$ cat config.mk
export PLATFORM = sky130hd
export DESIGN_NAME = sync_timer
export DESIGN_NICKNAME = d
export VERILOG_FILES = /design/src/rtl/sync_timer_pkg.sv /design/src/rtl/sync_timer_regs.sv /design/src/rtl/sync_timer_slave.sv /design/src/rtl/sync_timer_core.sv /design/src/rtl/sync_timer.sv
export SDC_FILE = /design/constraint.sdc
export NUM_CORES = 1
export LEC_CHECK = 0
export BUFFER_PORTS_ARGS = -buffer_cell sky130_fd_sc_hd__buf_2
export CAP_MARGIN = 0
export CORE_UTILIZATION = 25
export CTS_BUF_LIST = sky130_fd_sc_hd__clkbuf_4 sky130_fd_sc_hd__clkbuf_8
export CTS_CLUSTER_SIZE = 16
export DETAILED_ROUTE_END_ITERATION = 16
export PLACE_DENSITY_LB_ADDON = 0.05
export SLEW_MARGIN = 30
export SYNTH_ARGS = -nofsm -noshare
export SYNTH_HDL_FRONTEND = slang
export SYNTH_SLANG_ARGS = --single-unit
$ cat constraint.sdc
create_clock -name clk_i -period 3.97 [get_ports clk_i]
set_clock_uncertainty 0.15 [all_clocks]
set_input_delay 0.397 -clock clk_i [delete_from_list [all_inputs] [get_ports clk_i]]
set_output_delay 0.397 -clock clk_i [all_outputs]
set_load 0.1 [all_outputs]
$ cat src/rtl/sync_timer_pkg.sv
package sync_timer_pkg;
  localparam int ADDR_W = 3;
  localparam int MODE_W = 3;

  localparam logic [ADDR_W-1:0] A_CTRL = 3'd0;
  localparam logic [ADDR_W-1:0] A_EVT  = 3'd1;
  localparam logic [ADDR_W-1:0] A_CNT  = 3'd2;
  localparam logic [ADDR_W-1:0] A_PSC  = 3'd3;
  localparam logic [ADDR_W-1:0] A_ARR  = 3'd4;
  localparam logic [ADDR_W-1:0] A_CMP  = 3'd5;

  localparam logic [MODE_W-1:0] MMS_SWUPD = 3'b000;
  localparam logic [MODE_W-1:0] MMS_CEN   = 3'b001;
  localparam logic [MODE_W-1:0] MMS_UPD   = 3'b010;
  localparam logic [MODE_W-1:0] MMS_REF   = 3'b100;

  localparam logic [MODE_W-1:0] SMS_OFF   = 3'b000;
  localparam logic [MODE_W-1:0] SMS_GATED = 3'b101;
  localparam logic [MODE_W-1:0] SMS_TRIG  = 3'b110;

  typedef struct packed {
    logic [MODE_W-1:0] sms;
    logic [MODE_W-1:0] tsel;
    logic [MODE_W-1:0] mms;
    logic              cen;
  } ctrl_t;

  localparam int CTRL_W = $bits(ctrl_t);
endpackage

$ cat src/rtl/sync_timer_regs.sv
module sync_timer_regs
  import sync_timer_pkg::*;
#(
  parameter int CNT_W = 16,
  parameter int PSC_W = 16
) (
  input  logic              clk_i,
  input  logic              rst_ni,
  input  logic              we_i,
  input  logic [ADDR_W-1:0] addr_i,
  input  logic [CNT_W-1:0]  wdata_i,
  input  logic              cen_set_i,
  input  logic [CNT_W-1:0]  cnt_i,
  output ctrl_t             ctrl_o,
  output logic [PSC_W-1:0]  psc_o,
  output logic [CNT_W-1:0]  arr_o,
  output logic [CNT_W-1:0]  cmp_o,
  output logic              ug_o,
  output logic              cnt_we_o,
  output logic [CNT_W-1:0]  rdata_o
);
  ctrl_t             ctrl_q;
  logic [PSC_W-1:0]  psc_q;
  logic [CNT_W-1:0]  arr_q, cmp_q;
  logic              ctrl_we;

  assign ctrl_we  = we_i && (addr_i == A_CTRL);
  assign ug_o     = we_i && (addr_i == A_EVT) && wdata_i[0];
  assign cnt_we_o = we_i && (addr_i == A_CNT);

  always_ff @(posedge clk_i or negedge rst_ni) begin
    if (!rst_ni) begin
      ctrl_q <= '0;
      psc_q  <= '0;
      arr_q  <= '1;
      cmp_q  <= '0;
    end else begin
      if (ctrl_we)        ctrl_q     <= ctrl_t'(wdata_i[CTRL_W-1:0]);
      else if (cen_set_i) ctrl_q.cen <= 1'b1;
      if (we_i && addr_i == A_PSC) psc_q <= wdata_i[PSC_W-1:0];
      if (we_i && addr_i == A_ARR) arr_q <= wdata_i;
      if (we_i && addr_i == A_CMP) cmp_q <= wdata_i;
    end
  end

  always_comb begin
    unique case (addr_i)
      A_CTRL:  rdata_o = CNT_W'(ctrl_q);
      A_CNT:   rdata_o = cnt_i;
      A_PSC:   rdata_o = CNT_W'(psc_q);
      A_ARR:   rdata_o = arr_q;
      A_CMP:   rdata_o = cmp_q;
      default: rdata_o = '0;
    endcase
  end

  assign ctrl_o = ctrl_q;
  assign psc_o  = psc_q;
  assign arr_o  = arr_q;
  assign cmp_o  = cmp_q;

  // hardware start wins only when no control write collides
  a_r7_cen_set: assert property (@(posedge clk_i) disable iff (!rst_ni)
    (cen_set_i && !ctrl_we) |=> ctrl_o.cen);
endmodule

$ cat src/rtl/sync_timer_slave.sv
module sync_timer_slave
  import sync_timer_pkg::*;
#(
  parameter int NUM_TRIG = 4
) (
  input  logic                clk_i,
  input  logic                rst_ni,
  input  logic [NUM_TRIG-1:0] trig_i,
  input  logic [MODE_W-1:0]   tsel_i,
  input  logic [MODE_W-1:0]   sms_i,
  output logic                gate_o,
  output logic                cen_set_o
);
  localparam int SEL_N = 2 ** MODE_W;

  logic [SEL_N-1:0] trig_pad;
  logic             sel, sync1_q, sync2_q, rise;

  assign trig_pad = SEL_N'(trig_i);
  assign sel      = trig_pad[tsel_i];

  always_ff @(posedge clk_i or negedge rst_ni) begin
    if (!rst_ni) begin
      sync1_q <= 1'b0;
      sync2_q <= 1'b0;
    end else begin
      sync1_q <= sel;
      sync2_q <= sync1_q;
    end
  end

  assign rise      = sync1_q && !sync2_q;
  assign gate_o    = (sms_i == SMS_GATED) ? sync1_q : 1'b1;
  assign cen_set_o = (sms_i == SMS_TRIG) && rise;

  // a level held high cannot produce back-to-back starts
  a_r7_single_start: assert property (@(posedge clk_i) disable iff (!rst_ni)
    cen_set_o |=> !cen_set_o);
endmodule

$ cat src/rtl/sync_timer_core.sv
module sync_timer_core #(
  parameter int CNT_W = 16,
  parameter int PSC_W = 16
) (
  input  logic             clk_i,
  input  logic             rst_ni,
  input  logic             run_i,
  input  logic             ug_i,
  input  logic             cnt_we_i,
  input  logic [CNT_W-1:0] cnt_wdata_i,
  input  logic [PSC_W-1:0] psc_i,
  input  logic [CNT_W-1:0] arr_i,
  output logic [CNT_W-1:0] cnt_o,
  output logic             uev_o
);
  logic [CNT_W-1:0] cnt_q;
  logic [PSC_W-1:0] psc_cnt_q;
  logic             tick, wrap, uev_q;

  assign tick = run_i && (psc_cnt_q >= psc_i);
  assign wrap = tick && !cnt_we_i && (cnt_q >= arr_i);

  always_ff @(posedge clk_i or negedge rst_ni) begin
    if (!rst_ni) begin
      cnt_q     <= '0;
      psc_cnt_q <= '0;
      uev_q     <= 1'b0;
    end else begin
      uev_q <= ug_i || wrap;
      if (ug_i) begin
        cnt_q     <= '0;
        psc_cnt_q <= '0;
      end else begin
        if (run_i) psc_cnt_q <= tick ? '0 : psc_cnt_q + PSC_W'(1);
        if (cnt_we_i)  cnt_q <= cnt_wdata_i;
        else if (wrap) cnt_q <= '0;
        else if (tick) cnt_q <= cnt_q + CNT_W'(1);
      end
    end
  end

  assign cnt_o = cnt_q;
  assign uev_o = uev_q;

  a_r4_ug_clears: assert property (@(posedge clk_i) disable iff (!rst_ni)
    ug_i |=> (cnt_o == '0));
  a_r5_load: assert property (@(posedge clk_i) disable iff (!rst_ni)
    (cnt_we_i && !ug_i) |=> (cnt_o == $past(cnt_wdata_i)));
  a_r3_wrap_event: assert property (@(posedge clk_i) disable iff (!rst_ni)
    (tick && !ug_i && !cnt_we_i && cnt_o >= arr_i) |=> (cnt_o == '0 && uev_o));
  a_r6_hold_idle: assert property (@(posedge clk_i) disable iff (!rst_ni)
    (!run_i && !ug_i && !cnt_we_i) |=> $stable(cnt_o));
endmodule

$ cat src/rtl/sync_timer.sv
module sync_timer
  import sync_timer_pkg::*;
#(
  parameter int CNT_W    = 16,
  parameter int PSC_W    = 16,
  parameter int NUM_TRIG = 4
) (
  input  logic                clk_i,
  input  logic                rst_ni,
  input  logic                we_i,
  input  logic [2:0]          addr_i,
  input  logic [CNT_W-1:0]    wdata_i,
  output logic [CNT_W-1:0]    rdata_o,
  input  logic [NUM_TRIG-1:0] trig_i,
  output logic                trig_o,
  output logic                oc_ref_o
);
  ctrl_t            ctrl;
  logic [PSC_W-1:0] psc;
  logic [CNT_W-1:0] arr, cmp, cnt;
  logic             ug, ug_q, cnt_we, cen_set, gate, uev;

  sync_timer_regs #(.CNT_W(CNT_W), .PSC_W(PSC_W)) u_regs (
    .clk_i, .rst_ni, .we_i, .addr_i, .wdata_i,
    .cen_set_i(cen_set), .cnt_i(cnt), .ctrl_o(ctrl), .psc_o(psc),
    .arr_o(arr), .cmp_o(cmp), .ug_o(ug), .cnt_we_o(cnt_we), .rdata_o
  );

  sync_timer_slave #(.NUM_TRIG(NUM_TRIG)) u_slave (
    .clk_i, .rst_ni, .trig_i, .tsel_i(ctrl.tsel), .sms_i(ctrl.sms),
    .gate_o(gate), .cen_set_o(cen_set)
  );

  sync_timer_core #(.CNT_W(CNT_W), .PSC_W(PSC_W)) u_core (
    .clk_i, .rst_ni, .run_i(ctrl.cen && gate), .ug_i(ug),
    .cnt_we_i(cnt_we), .cnt_wdata_i(wdata_i), .psc_i(psc), .arr_i(arr),
    .cnt_o(cnt), .uev_o(uev)
  );

  always_ff @(posedge clk_i or negedge rst_ni) begin
    if (!rst_ni) ug_q <= 1'b0;
    else         ug_q <= ug;
  end

  assign oc_ref_o = (cnt < cmp);

  always_comb begin
    unique case (ctrl.mms)
      MMS_SWUPD: trig_o = ug_q;
      MMS_CEN:   trig_o = ctrl.cen;
      MMS_UPD:   trig_o = uev;
      MMS_REF:   trig_o = oc_ref_o;
      default:   trig_o = 1'b0;
    endcase
  end

  // software update shows on trig_o one clock later
  a_r10_swupd_pulse: assert property (@(posedge clk_i) disable iff (!rst_ni)
    (ug && ctrl.mms == MMS_SWUPD) |=> trig_o);
  // closed gate freezes the counter
  a_r6_gate_closed: assert property (@(posedge clk_i) disable iff (!rst_ni)
    (ctrl.sms == SMS_GATED && !gate && !ug && !cnt_we) |=> $stable(cnt));
endmodule

* Word level (Yosys, flattened, before mapping)
Index checks and enable logic that the tools add are counted.
** Cells by class
- $add $sub $neg :: 2
- Multiply operators :: 0
- Divide/modulo/power cells :: 0
- Order comparisons :: 4
- Equality and inequality tests :: 10
- Shift operators :: 0
- Multiplexer cells :: 14
- Bitwise logic cells :: 0
- Reductions and logical operators :: 21
** Operators by type and width (number)
- $mux W16 :: 7
- $pmux W16 S5 :: 1
- $add A16 B1 Y16 const B :: 2
- $ge A16 B16 Y1 :: 2
- $lt A16 B16 Y1 :: 1
- $eq A3 B3 Y1 const B :: 5
- $logic_and A1 B1 Y1 :: 13
- $eq A3 B2 Y1 const B :: 3
- $eq A3 B1 Y1 const B :: 2
- $logic_not A3 Y1 :: 2
- $lt A3 B4 Y1 const B :: 1
- $mux W1 :: 4
- $pmux W1 S4 :: 1
- $reduce_bool A2 Y1 :: 2
- $reduce_bool A4 Y1 :: 1
- $bmux W1 S3 :: 1
- $logic_not A1 Y1 :: 2
- $logic_or A1 B1 Y1 :: 1
** Storage, ports and cells
- Register bits :: 94
- Latch bits :: 0
- Memory bits (writable) :: 0
- Memory bits (read-only) :: 0
- Input bits :: 26
- Output and inout bits :: 18
- Word-level logic and storage cells :: 64
- Memories kept :: 0

* Depth between registers and ports, before layout
Gate-level depths: netlist (run 1).
- Word-level depth :: 9
- Depth in mapped cells :: 11
- Depth with buffers taken out :: 9

* Cells and area by module
Synthesis (run 1) repeated with hierarchy kept, for this count alone.
** Second synthesis, totals
- Cells, all modules :: 619
- Area, all modules :: 6203.4 um2
** Modules (own cells, without submodules)
- sync_timer_core :: times used 1, cells each 346, area each 2808.9 um2, seq. area each 825.8 um2
- sync_timer_regs :: times used 1, cells each 204, area each 2785.2 um2, seq. area each 1471.4 um2
- sync_timer :: times used 1, cells each 62, area each 499.2 um2, seq. area each 25.0 um2
- sync_timer_slave :: times used 1, cells each 7, area each 110.1 um2, seq. area each 50.0 um2

* Worst setup path before layout (run 1)
OpenSTA, ideal clock, no wires.
- Kind :: in2out
- Start point :: input port addr_i[0]
- End point :: output port rdata_o[10]
- Arrival time :: 2777 ps
- Slack :: 646 ps
- Stages on the path :: 4
- Cells stage by stage :: clkbuf_1 clkbuf_1 mux2i_1 o22ai_1
** Between the ends
- Cells in the longest elaborated chain, start to end :: 2
- Elaborated cells on any way between the ends :: 6
- Those cells by class :: 4 x eq/ne; 1 x mux; 1 x reduce/logical
** RTL lines
- start, declared :: RTL line sync_timer.sv:11 : input logic [2:0] addr_i,
- $eq A3 B3 Y1 (tied with other cells) :: RTL line sync_timer_regs.sv:47 : unique case (addr_i)
- $pmux W16 S5 * :: RTL line sync_timer_regs.sv:47
- end, declared :: RTL line sync_timer.sv:13 : output logic [CNT_W-1:0] rdata_o,
Every way passes the cells marked *; elsewhere a longest branch is shown, timed or not.

* Final worst setup path (run 1)
- Start point :: register u_core.cnt_q[9] (netlist: u_core.cnt_o[9])
- End point :: output port trig_o
** Between the ends
- Cells in the longest elaborated chain, start to end :: 2
** RTL lines
- start, declared :: RTL line sync_timer_core.sv:16 : logic [CNT_W-1:0] cnt_q;
- start signal, assigned :: RTL line sync_timer_core.sv:35 : if (cnt_we_i) cnt_q <= cnt_wdata_i;
- start signal, assigned :: RTL line sync_timer_core.sv:37 : else if (tick) cnt_q <= cnt_q + CNT_W'(1);
- $lt A16 B16 Y1 :: RTL line sync_timer.sv:45 : assign oc_ref_o = (cnt < cmp);
- $pmux W1 S4 :: RTL line sync_timer.sv:48 : unique case (ctrl.mms)
- end, declared :: RTL line sync_timer.sv:15 : output logic trig_o,
Every way passes these cells.

==> results.md, run 1 <==
* CP startpoint kind: flip-flop
* Worst-margin pin slew at 0.726 ns
* Fillers at 2543
* CTS buffer count at 9
* Share of the synthesized area in the top cell type at 0.325
* Clk_lat worst skew at 0.39 ns
* Overall power at 4.42 mW
* Crit end category: output port
* Routability cong. at approximately 0.77
* Register area share after synthesis at 0.395
* Hold/Removal Path Class: in2reg
* DR pass1 iterations at 7
* Yosys warns at 0
* Die Y at 157 µm
* Die X at 157 µm
* Pwr per Cell Area at 640 mW/mm²
* Rows at 56
* Nets at roughly 750
* N_diodes at 0
* Via count at slightly below 5000
* Outcome: complete, no violations
* Max-slew headroom at 0.516
* Worst vdd ir at 0.463 mV
* Initial antenna violation count at 0
* Max incr delay on CP at 0.48 ns
* Maximum net fanout on the critical path at 6
* Final ANT Viol Nets at 0
* Core Region at 0.0235 mm²
* Leak pwr at 3.12 nW
* Fraction of layout instances using a drive strength above 1 at 0.219
* Crit path time final at approximately 3.4 ns
* Most frequent cell after synthesis: dfrtp_1
* Detailed Route WL at 19600 µm
* Starting density of the core at 0.255
* Hold Worst Slack at about 0.11 ns
* Vias in the first global route at 5163
* Unrepaired setup endpoints after global routing: no
* Critical path arrival at 2.88 ns
* Synth-to-layout area growth at 15.1%
* Synth top area cells: dfrtp_1 32%, ha_1 10%, mux2_2 7.5%
* Setup Fix Bufs, Post-CTS at 0
* Yosys top cell by area: dfrtp_1
* Top_reg_cell synth: dfrtp_1
* Area of placed instances at between 0.006 and 0.007 mm²
* Seq cells post-synth at 94
* Crit path required time at between 3 and 4 ns
* Clk pin slew, worst setup/hold paths at around 0.11 ns
* Top cells by count, synth: 78 x dfrtp_1, 62 x inv_1, 50 x nand2_1, 49 x ha_1
* CTS Hold Buffers Added at 1
* Max H-tree Level at 3
* Library cells used by synthesis at 63
* GRT overflow at 0
* GRT Total Usage at 0.172
* Syn nets at between 700 and 800
* Peak Freq at 0.292 GHz
* Port bufs at between 40 and 50
* Crit share post-route at 0.863
* Post-synth EDFFs at 0
* Cell Chain, Critical Path: ha_1 > a21oi_1 > nor2b_1 > o21ai_0 > a21oi_1 > nor3_1 > o21a_1 > a31o_2 > buf_2
* Max stage delay cell, worst path: dfrtp_1
* Async S/R FF share, synth at 1.00
* Final instance area at approximately 0.0069 mm²
* Final count of hold timing violations at 0
* First-pass GRT wire length at ~31000 µm
* DP HPWL at ~15000 µm
* Mapped cell area at 0.00601 mm²
* Hold depth at 3
* Routed vias/inst at 4.87
* Mapped Cells at ~630
* Clock root buffer master: clkbuf_8
* Sink Count at 94
* Pin count of the biggest net entering global routing at 62
* Final Setup Violations at 0
* Clock Path Buffers at 2
* DRC viols at 0
* Path depth of the worst reg2reg path at 10
* Worst reg-to-reg setup slack at roughly 0.91 ns
* Synth Area per Inst at 9.58 µm²
* Drt initial violations at 318
* CP Class: reg2out
* Post_cts resized at 0
* Setup tns final at 0 ns
* WL/cell at roughly 20 µm
* TritonCTS clock tree: built
* Die footprint at approximately 0.025 mm²
* Max-cap violations at 0
* # IOs at 44
* Crit-path most repeated cell: a21oi_1
* Slew Limit Fails at 0
registers in the layout, summed over array words and instances (netlist names):
| signal | cells |
|---|---|
| u_slave.sync1_q | 1 |
| u_core.uev_o | 1 |
| u_regs.cmp_o | 16 |
| ug_q | 1 |
| u_regs.psc_o | 16 |
| u_core.psc_cnt_q | 16 |
| u_regs.ctrl_o | 10 |
| u_slave.sync2_q | 1 |
| u_core.cnt_o | 16 |
| u_regs.arr_o | 16 |
through the flow:
stage,cells,worst slack (ns),utilization
2_1_floorplan,627,0.646,-
3_3_place_gp,979,0.974,0.282
3_5_place_dp,979,0.889,0.282
4_1_cts,996,0.551,0.293
5_1_grt,996,0.393,0.294
6_report,996,0.544,0.294
placed cells by master (no fill, tap or decap), drive strengths merged, types with 6 or more instances in the layout:
cell    synthesis  routed
a21o            9       9
a21oi          39      39
a221o           8       8
a22oi          12      12
buf             8      60
clkbuf         19       9
dfrtp          78      78
dfstp          16      16
ha             49      49
inv            62      63
mux2           40      40
mux2i          15      15
nand2          50      50
nand2b          7       7
nand3          14      14
nand4           9       9
nor2           29      29
nor2b           6       6
nor3           13      13
o211ai          6       6
o21ai          45      45
o21bai          6       6
o22ai          15      15
or3            13      13
critical path: cells and delay by family, from the launching register on:
family,cells,cell delay [ns]
and+or+nand+nor,2,0.44
buffers and inverters,1,0.41
AOI/OAI and AO/OA,5,0.84
adders and majority gates,1,0.32
DFF,1,0.48
power by group:
group	leakage (nW)	switching [mW]	total (mW)	internal [mW]
registers	1.14	0.356	1.60	1.25
clock network	0.130	0.406	0.892	0.486
logic	1.85	1.22	1.93	0.713
total	3.12	1.98	4.42	2.45
final timing paths:
check                                       from                to
worst max-delay path             u_core.cnt_o[9]            trig_o
worst min-delay path                 wdata_i[15]  u_regs.arr_o[15]
worst max register to register  u_regs.psc_o[15]   u_core.cnt_o[2]
worst min register to register   u_slave.sync1_q   u_slave.sync2_q
max in group asynchronous                 rst_ni  u_regs.ctrl_o[8]
min in group asynchronous                 rst_ni  u_core.cnt_o[15]
layer usage:
| metal | routed length (µm) | vias up | global-route usage |
|---|---|---|---|
| met3 | 458 | 11 | 0.0190 |
| met2 | 9210 | 72 | 0.288 |
| met1 | 9750 | 2398 | 0.236 |
| met4 | 209 | 0 | 0.0453 |
| met5 | 0 | - | 0 |
| li1 | - | 2367 | - |
cell type report:
type	instances	area [µm²]	area share
clock buffer	9	124	0.0179
clock inverter	7	145	0.0210
inverter	63	236	0.0342
multi-input combinational	443	3280	0.474
sequential	94	2370	0.343
tap	319	399	0.0577
timing repair buffer	61	359	0.0519
logic make-up (layout without fill, tap and decap cells):
group	Yosys count	count (layout)	synth area share
AO/OA/AOI/OAI	172	172	0.195
AND/OR/NAND/NOR	166	166	0.143
flip-flops	94	94	0.395
buffers and inverters	90	140	0.0618
multiplexers	56	56	0.104
adder cells (fa/ha/maj)	49	49	0.102
Note: power is estimated with default switching activity, not from simulation.
==> run 2, diff against run 1 <==
- SYNTH_HIERARCHICAL: unset -> 1
- TNS_END_PERCENT: unset -> 5
==> run 2 against run 1 <==
Compared with the run above: cell count is 0.50% lower; utilization is 0.50 points lower; cell area is 1.5% higher; clock power is 13% lower; combinational power is 15% lower; count of clock-buffer cells in the layout stayed put; power is 12% lower; via count is 0.37% higher; non-clock buffer count is 9 lower.
==> results.md, run 2 <==
* Most frequent cells in the layout: 78 x dfrtp_1, 61 x nand2_1, 56 x inv_1
* Clk pin slew, worst setup/hold paths at 0.10 ns (about the same)
* Syn nets at 694 (-1.1%)
* Routed vias/inst at 4.91 (+0.88%)
* Maximum net fanout on the critical path at 6 (unchanged)
* Max-slew headroom at 0.360 (-0.156)
* WL/cell at 20.3 µm (+2.9%)
* Mapped Cells at 619 (-1.3%)
* Worst-margin pin slew at 0.960 ns (+0.234 ns)
* Yosys warns at 6 (+6)
* Initial antenna violation count at 2 (+2)
* Async S/R FF share, synth at 1.00 (unchanged)
* Crit share post-route at 0.810 (-0.0533)
* Drt initial violations at 246 (-23%)
* Peak Freq at 0.311 GHz (+6.6%)
* Most frequent cell after synthesis: dfrtp_1
* TritonCTS clock tree: built
* Switching power at 1.74 mW (-12%)
* Sink Count at 94 (unchanged)
* GR Layer Usage met1 at 0.238 (+0.00219)
* GRT Total Usage at 0.164 (-0.00823)
* Synth top area cells: dfrtp_1 31%, ha_1 9.9%, mux2_2 8.7%
* Nets at 737 (-1.3%)
* Crit path required time at 3.42 ns (about the same)
* Top_reg_cell synth: dfrtp_1
* Hold/Removal Path Class: in2reg
* Final count of hold timing violations at 0 (unchanged)
* Share of the synthesized area in the top cell type at 0.315 (-0.0102)
* Area of placed instances at 0.00679 mm² (+2.4%)
* Final ANT Viol Nets at 0 (unchanged)
* Pint at 2.16 mW (-12%)
* Critical path arrival at 2.67 ns (-0.21 ns)
* Setup tns final at 0 ns (unchanged)
* Synth Area per Inst at 10.0 µm² (+4.6%)
* # IOs at 44 (unchanged)
* Crit path time final at 3.21 ns (-0.212 ns)
* Worst vdd ir at 0.145 mV (-69%)
* Die X at 160 µm (+1.6%)
* Overall power at 3.90 mW (-12%)
* Outcome: complete, no violations
* Clock root buffer master: clkbuf_8
* Clock Path Buffers at 2 (unchanged)
* CP startpoint kind: flip-flop
* DP HPWL at 15100 µm (+1.6%)
* Yosys top cell by area: dfrtp_1
* Detailed Route WL at 20100 µm (+2.4%)
* Pin count of the biggest net entering global routing at 54 (-13%)
* DR pass1 iterations at 4 (-3)
* Pwr per Cell Area at 555 mW/mm² (-13%)
* Seq cells post-synth at 94 (unchanged)
* Commonest non-fill, non-tap cell in the layout: dfrtp_1
* Clock share of power at 0.198 (-0.003)
* Slew Limit Fails at 0 (unchanged)
* Unrepaired setup endpoints after global routing: no
* N_diodes at 0 (unchanged)
* Routability cong. at 0.760 (-1.3%)
* Comb power frac at 0.421 (-0.015)
* First-pass GRT wire length at 31300 µm (unchanged)
* Post-synth EDFFs at 0 (unchanged)
* GRT met2 Usage at 0.256 (-0.0318)
* Starting density of the core at 0.255 (about the same)
* DRC viols at 0 (unchanged)
* Met3 GRT Util at 0.0190 (about the same)
* Crit end category: output port
* Max H-tree Level at 3 (unchanged)
* Clk_lat worst skew at 0.39 ns (about the same)
* Leak pwr at 3.20 nW (+2.3%)
* Die footprint at 0.0254 mm² (+3.2%)
* Max-cap violations at 0 (unchanged)
* Via count at 4866 (+0.37%)
* Synth-to-layout area growth at 13.2%
* Mapped cell area at 0.00620 mm² (+3.2%)
* Switching share of total power at 0.447 (about the same)
* Sequential power share at 0.381 (+0.018)
* Library cells used by synthesis at 74 (+17%)
* Final instance area at 0.00702 mm² (+1.5%)
* Rows at 57 (+1.8%)
* Fraction of layout instances using a drive strength above 1 at 0.232 (+0.0138)
* GRT overflow at 0 (unchanged)
* Register area share after synthesis at 0.382 (-0.0123)
* Global routing's busiest layer: met2
* CP Class: reg2out
* Vias in the first global route at 4963 (-3.9%)
* CTS buffer count at 9 (unchanged)
* Core Region at 0.0243 mm² (+3.3%)
* Port bufs at 43 (unchanged)
* Final Setup Violations at 0 (unchanged)
* Top cells by count, synth: 78 x dfrtp_1, 61 x nand2_1, 56 x inv_1, 49 x ha_1, 48 x mux2_2
* Die Y at 160 µm (+1.6%)
## run 2: cell types whose count changed in the layout (fill, tap and decap cells not counted), moves of 9 or more
cell / before / now
mux2i_1: 15 / 25
a21oi_1: 39 / 24
mux2_1: 0 / 10
o21ai_0: 40 / 25
o221ai_1: 0 / 10
nand2_1: 50 / 61
nor2_1: 29 / 17
o22ai_1: 15 / 6
## run 2: timing repair
item	4_1_cts	5_1_grt
endpoints found under the hold margin	48	0
hold buffers	1	0
setup buffers	0	0
gates resized for setup	0	0
## run 2: metrics by stage
| step | utilization | hold WS, ns | worst slack (ns) | instances |
|---|---|---|---|---|
| floorplan | - | -0.0486 | 0.500 | 619 |
| global placement | 0.279 | 0.314 | 0.793 | 974 |
| detailed placement | 0.279 | 0.301 | 0.802 | 974 |
| CTS | 0.289 | 0.140 | 0.634 | 991 |
| global route | 0.289 | 0.147 | 0.580 | 991 |
| finish | 0.289 | 0.154 | 0.755 | 991 |
## run 2: cells by family (layout without fill, tap and decap cells)
kind of cell	Yosys count	in the layout	synth area share
adder cells (fa/ha/maj)	49	49	0.0988
buffers and inverters	76	124	0.0514
XOR/XNOR	2	2	0.00282
AND/OR/NAND/NOR	186	186	0.165
multiplexers	84	84	0.149
AO/OA/AOI/OAI	128	128	0.150
flip-flops	94	94	0.382
## run 2: power by group through the flow
stage | sequential, mW | combinational, mW | clock, mW
after global routing | 1.53 | 1.83 | 0.847
after detailed placement | 1.51 | 1.65 | 0
after CTS | 1.49 | 1.66 | 0.812
after global placement | 1.51 | 1.64 | 0
after floorplan | 1.39 | 1.26 | 0
final | 1.48 | 1.64 | 0.773
## run 2: path summary, 6_finish.rpt
path                             startpoint             endpoint  slack (ns)  cells past startpoint
max in group asynchronous            rst_ni     u_regs/arr_o[10]        2.33                      3
max reg2reg                 u_regs/arr_o[1]     u_core/cnt_o[11]        0.80                      9
min reg2reg                 u_slave/sync1_q      u_slave/sync2_q        0.33                      0
min in group asynchronous            rst_ni  u_core/psc_cnt_q[0]        0.46                      2
min                             wdata_i[14]     u_regs/cmp_o[14]        0.15                      2
max                        u_core/cnt_o[13]               trig_o        0.76                      6
## run 2: routing by layer
layer,vias up,share of wire
met5,-,0
li1,2367,-
met1,2416,0.51
met4,0,0.0097
met2,73,0.46
met3,10,0.025
## run 2: area by class of cell
cell class | instances | area (µm²)
clock buffer | 9 | 124
clock inverter | 7 | 104
fill | 2603 | 17300
inverter | 56 | 210
multi-input combinational | 449 | 3520
sequential | 94 | 2370
tap | 324 | 405
timing repair buffer | 52 | 288
## run 2: critical path, stage by stage, from the launching register on
cell and delay [ns]:
dfrtp_1 0.47, ha_1 0.32, a21oi_1 0.13, o21ai_0 0.27
or3_1 0.45, o31ai_2 0.18, buf_2 0.46
==> run 3, diff against run 2 <==
- clock period: 3.97 -> 3.1 ns (I/O delays scaled with it)
==> run 3 against run 2 <==
Compared with the run above: hold slack got worse by 0.093 ns; critical endpoint unchanged; highest routed layer unchanged; sequential share of layout area down 1.6 points; global-route usage increased by 0.41 points; via count increased by 1.3%; wire length grew 1.6%; die area stayed put; setup slack lost 0.65 ns; critical path depth grew 1.
==> results.md, run 3 (same netlist as run 2, synthesis figures left out) <==
* Outcome: complete, no violations
* Post-Layout Cell Count at 1017 (+2.6%)
* Synth-to-layout area growth at 19.0%
* Endpoint, Worst Hold: u_regs/cmp_o[14]
* DR pass1 iterations at 4 (unchanged)
* WL/cell at 20.1 µm (-1.0%)
* Clock share of power at 0.183 (-0.015)
* DP Worst Slack at 0.110 ns (-0.692 ns)
* Hold depth at 2 (unchanged)
* Crit end category: output port
* DRC viols at 0 (unchanged)
* Clock Path Buffers at 2 (unchanged)
* Nets at 763 (+3.5%)
* Final Setup Violations at 0 (unchanged)
* Sequential power share at 0.348 (-0.033)
* Crit path time final at 3.00 ns
* Port bufs at 43 (unchanged)
* Switching power at 2.27 mW (+31%)
* Stages on worst setup path at 7 (+1)
* Clk pin slew, worst setup/hold paths at 0.10 ns (about the same)
* Die X at 160 µm (unchanged)
* Maximum net fanout on the critical path at 3 (-3)
* PnR worst setup slack at 0.101 ns (-0.654 ns)
* Final core area utilization at 0.304 (+0.0148)
* Detailed Route WL at 20400 µm (+1.6%)
* Crit path required time at 2.64 ns (-0.78 ns)
* Sink Count at 94 (unchanged)
* Peak Freq at 0.333 GHz
* Leak pwr at 3.36 nW (+5.2%)
* Crit share post-route at 0.967
* CTS buffer count at 9 (unchanged)
* Max stage delay cell, worst path: o2bb2ai_1
* Vias in the first global route at 5089 (+2.5%)
* Switching share of total power at 0.435 (-0.0122)
* Hold/Removal Path Class: in2reg
* Comb power frac at 0.469 (+0.048)
* Hold wc startpoint: wdata_i[14]
* Clock root buffer master: clkbuf_8
* First-pass GRT wire length at 32000 µm (+2.2%)
* TritonCTS clock tree: built
* CP Buf/Inv Count at 2 (+1)
* DP HPWL at 15500 µm (+2.3%)
* Path depth of the worst reg2reg path at 10 (+1)
* Max incr delay on CP at 0.51 ns (+0.04 ns)
* Worst reg-to-reg setup slack at 0.16 ns (-0.64 ns)
* Placed Cells at 1000 (+2.7%)
* Max-cap violations at 0 (unchanged)
* GRT overflow at 0 (unchanged)
* Most frequent cells in the layout: 77 x dfrtp_1, 61 x nand2_1, 56 x inv_1
* Pint at 2.96 mW (+37%)
* Slew Limit Fails at 0 (unchanged)
* N_diodes at 0 (unchanged)
* Initial antenna violation count at 0 (-2)
* Final count of hold timing violations at 0 (unchanged)
* Worst vdd ir at 0.330 mV (+130%)
* Routed vias/inst at 4.85 (-1.3%)
* Die footprint at 0.0254 mm² (unchanged)
* Drt initial violations at 361 (+47%)
* Worst R2R Start: u_regs/arr_o[1]
* Die Y at 160 µm (unchanged)
* # IOs at 44 (unchanged)
* Commonest non-fill, non-tap cell in the layout: dfrtp_1
* Max H-tree Level at 3 (unchanged)
* Clk_lat worst skew at 0.38 ns (about the same)
* Critical R2R Capture: u_core/cnt_o[7]
* Routability cong. at 0.765 (+0.60%)
* Pwr per Cell Area at 708 mW/mm² (+28%)
* Setup tns final at 0 ns (unchanged)
* Via count at 4931 (+1.3%)
* Critical path arrival at 2.54 ns (-0.13 ns)
* GRT Total Usage at 0.168 (+0.00412)
* CP startpoint kind: flip-flop
* CP Class: reg2out
* Rows at 57 (unchanged)
* Pin count of the biggest net entering global routing at 50 (-7.4%)
* Fraction of layout instances using a drive strength above 1 at 0.263 (+0.0302)
* Worst-margin pin slew at 0.682 ns (-0.278 ns)
* Delay-heaviest family, CP: compound AO/OA/AOI/OAI gates
* Cell Chain, Critical Path: inv_1 > ha_1 > and4_1 > nand2_2 > o2bb2ai_1 > o31ai_2 > buf_4
* Starting density of the core at 0.255 (unchanged)
* Max-slew headroom at 0.540 (+0.181)
* Core Region at 0.0243 mm² (unchanged)
* Final ANT Viol Nets at 0 (unchanged)
[run 3: cell count changes in the layout (fill, tap and decap cells not counted), moves of 2 or more]
cell      before  now
buf_2         42   32
buf_12         0   10
clkinv_4       2    0
buf_4          9   35
clkinv_2       0    2
[run 3: worst max path at each step]
stage                           startpoint  slack, ns                to
after floorplan           u_core/cnt_o[13]      -0.05            trig_o
after global placement     u_regs/arr_o[1]       0.12  u_core/cnt_o[10]
after detailed placement   u_regs/arr_o[1]       0.11  u_core/cnt_o[10]
after CTS                 u_regs/cmp_o[13]       0.02            trig_o
after global routing       u_regs/psc_o[2]     -0.005   u_core/cnt_o[4]
final                     u_regs/cmp_o[15]       0.10            trig_o
[run 3: final cells by class]
type	instances	area (µm²)
Fill cell	2521	16900
Multi-Input combinational cell	449	3540
Sequential cell	94	2370
Timing Repair Buffer	78	633
Tap cell	324	405
Inverter	56	210
Clock buffer	9	124
Clock inverter	7	95.1
[run 3: metal layers]
layer  up-vias  track usage  routed length, µm
met3         8       0.0287                619
met1      2428        0.244              10400
met2        87        0.263               9270
met4         0       0.0297                160
met5         -            0                  0
li1       2408            -                  -
[run 3: worst register-to-register path, delay by kind of cell (launching register included)]
kind,cells,cell delay (ns)
adder cells (fa/ha/maj),1,0.29
buffers and inverters,2,0.26
AND/OR/NAND/NOR,1,0.47
flip-flops,1,0.55
AO/OA/AOI/OAI,6,1.15
[run 3: power groups by stage]
stage,Clock (mW),Sequential [mW],Combinational (mW)
after detailed placement,0,1.85,2.45
after CTS,1.02,1.83,2.47
after global placement,0,1.85,2.44
final,0.957,1.82,2.45
after floorplan,0,1.78,1.62
after global routing,1.05,1.87,2.72
[run 3: stage by stage]
stage	power [mW]	area [µm²]	hold WS [ns]
final	5.23	7380	0.0606
after global routing	5.64	7380	0.0661
after CTS	5.31	7370	0.0529
after detailed placement	4.30	7140	0.255
after global placement	4.29	7140	0.259
after floorplan	3.40	6220	-0.136
[run 3: what timing repair did]
| item | CTS | global route |
|---|---|---|
| endpoints found under the hold margin | 38 | 0 |
| setup buffers | 0 | 0 |
| resized for setup | 1 | 4 |
| hold buffers | 1 | 0 |
| setup endpoints to repair | 1 | 14 |
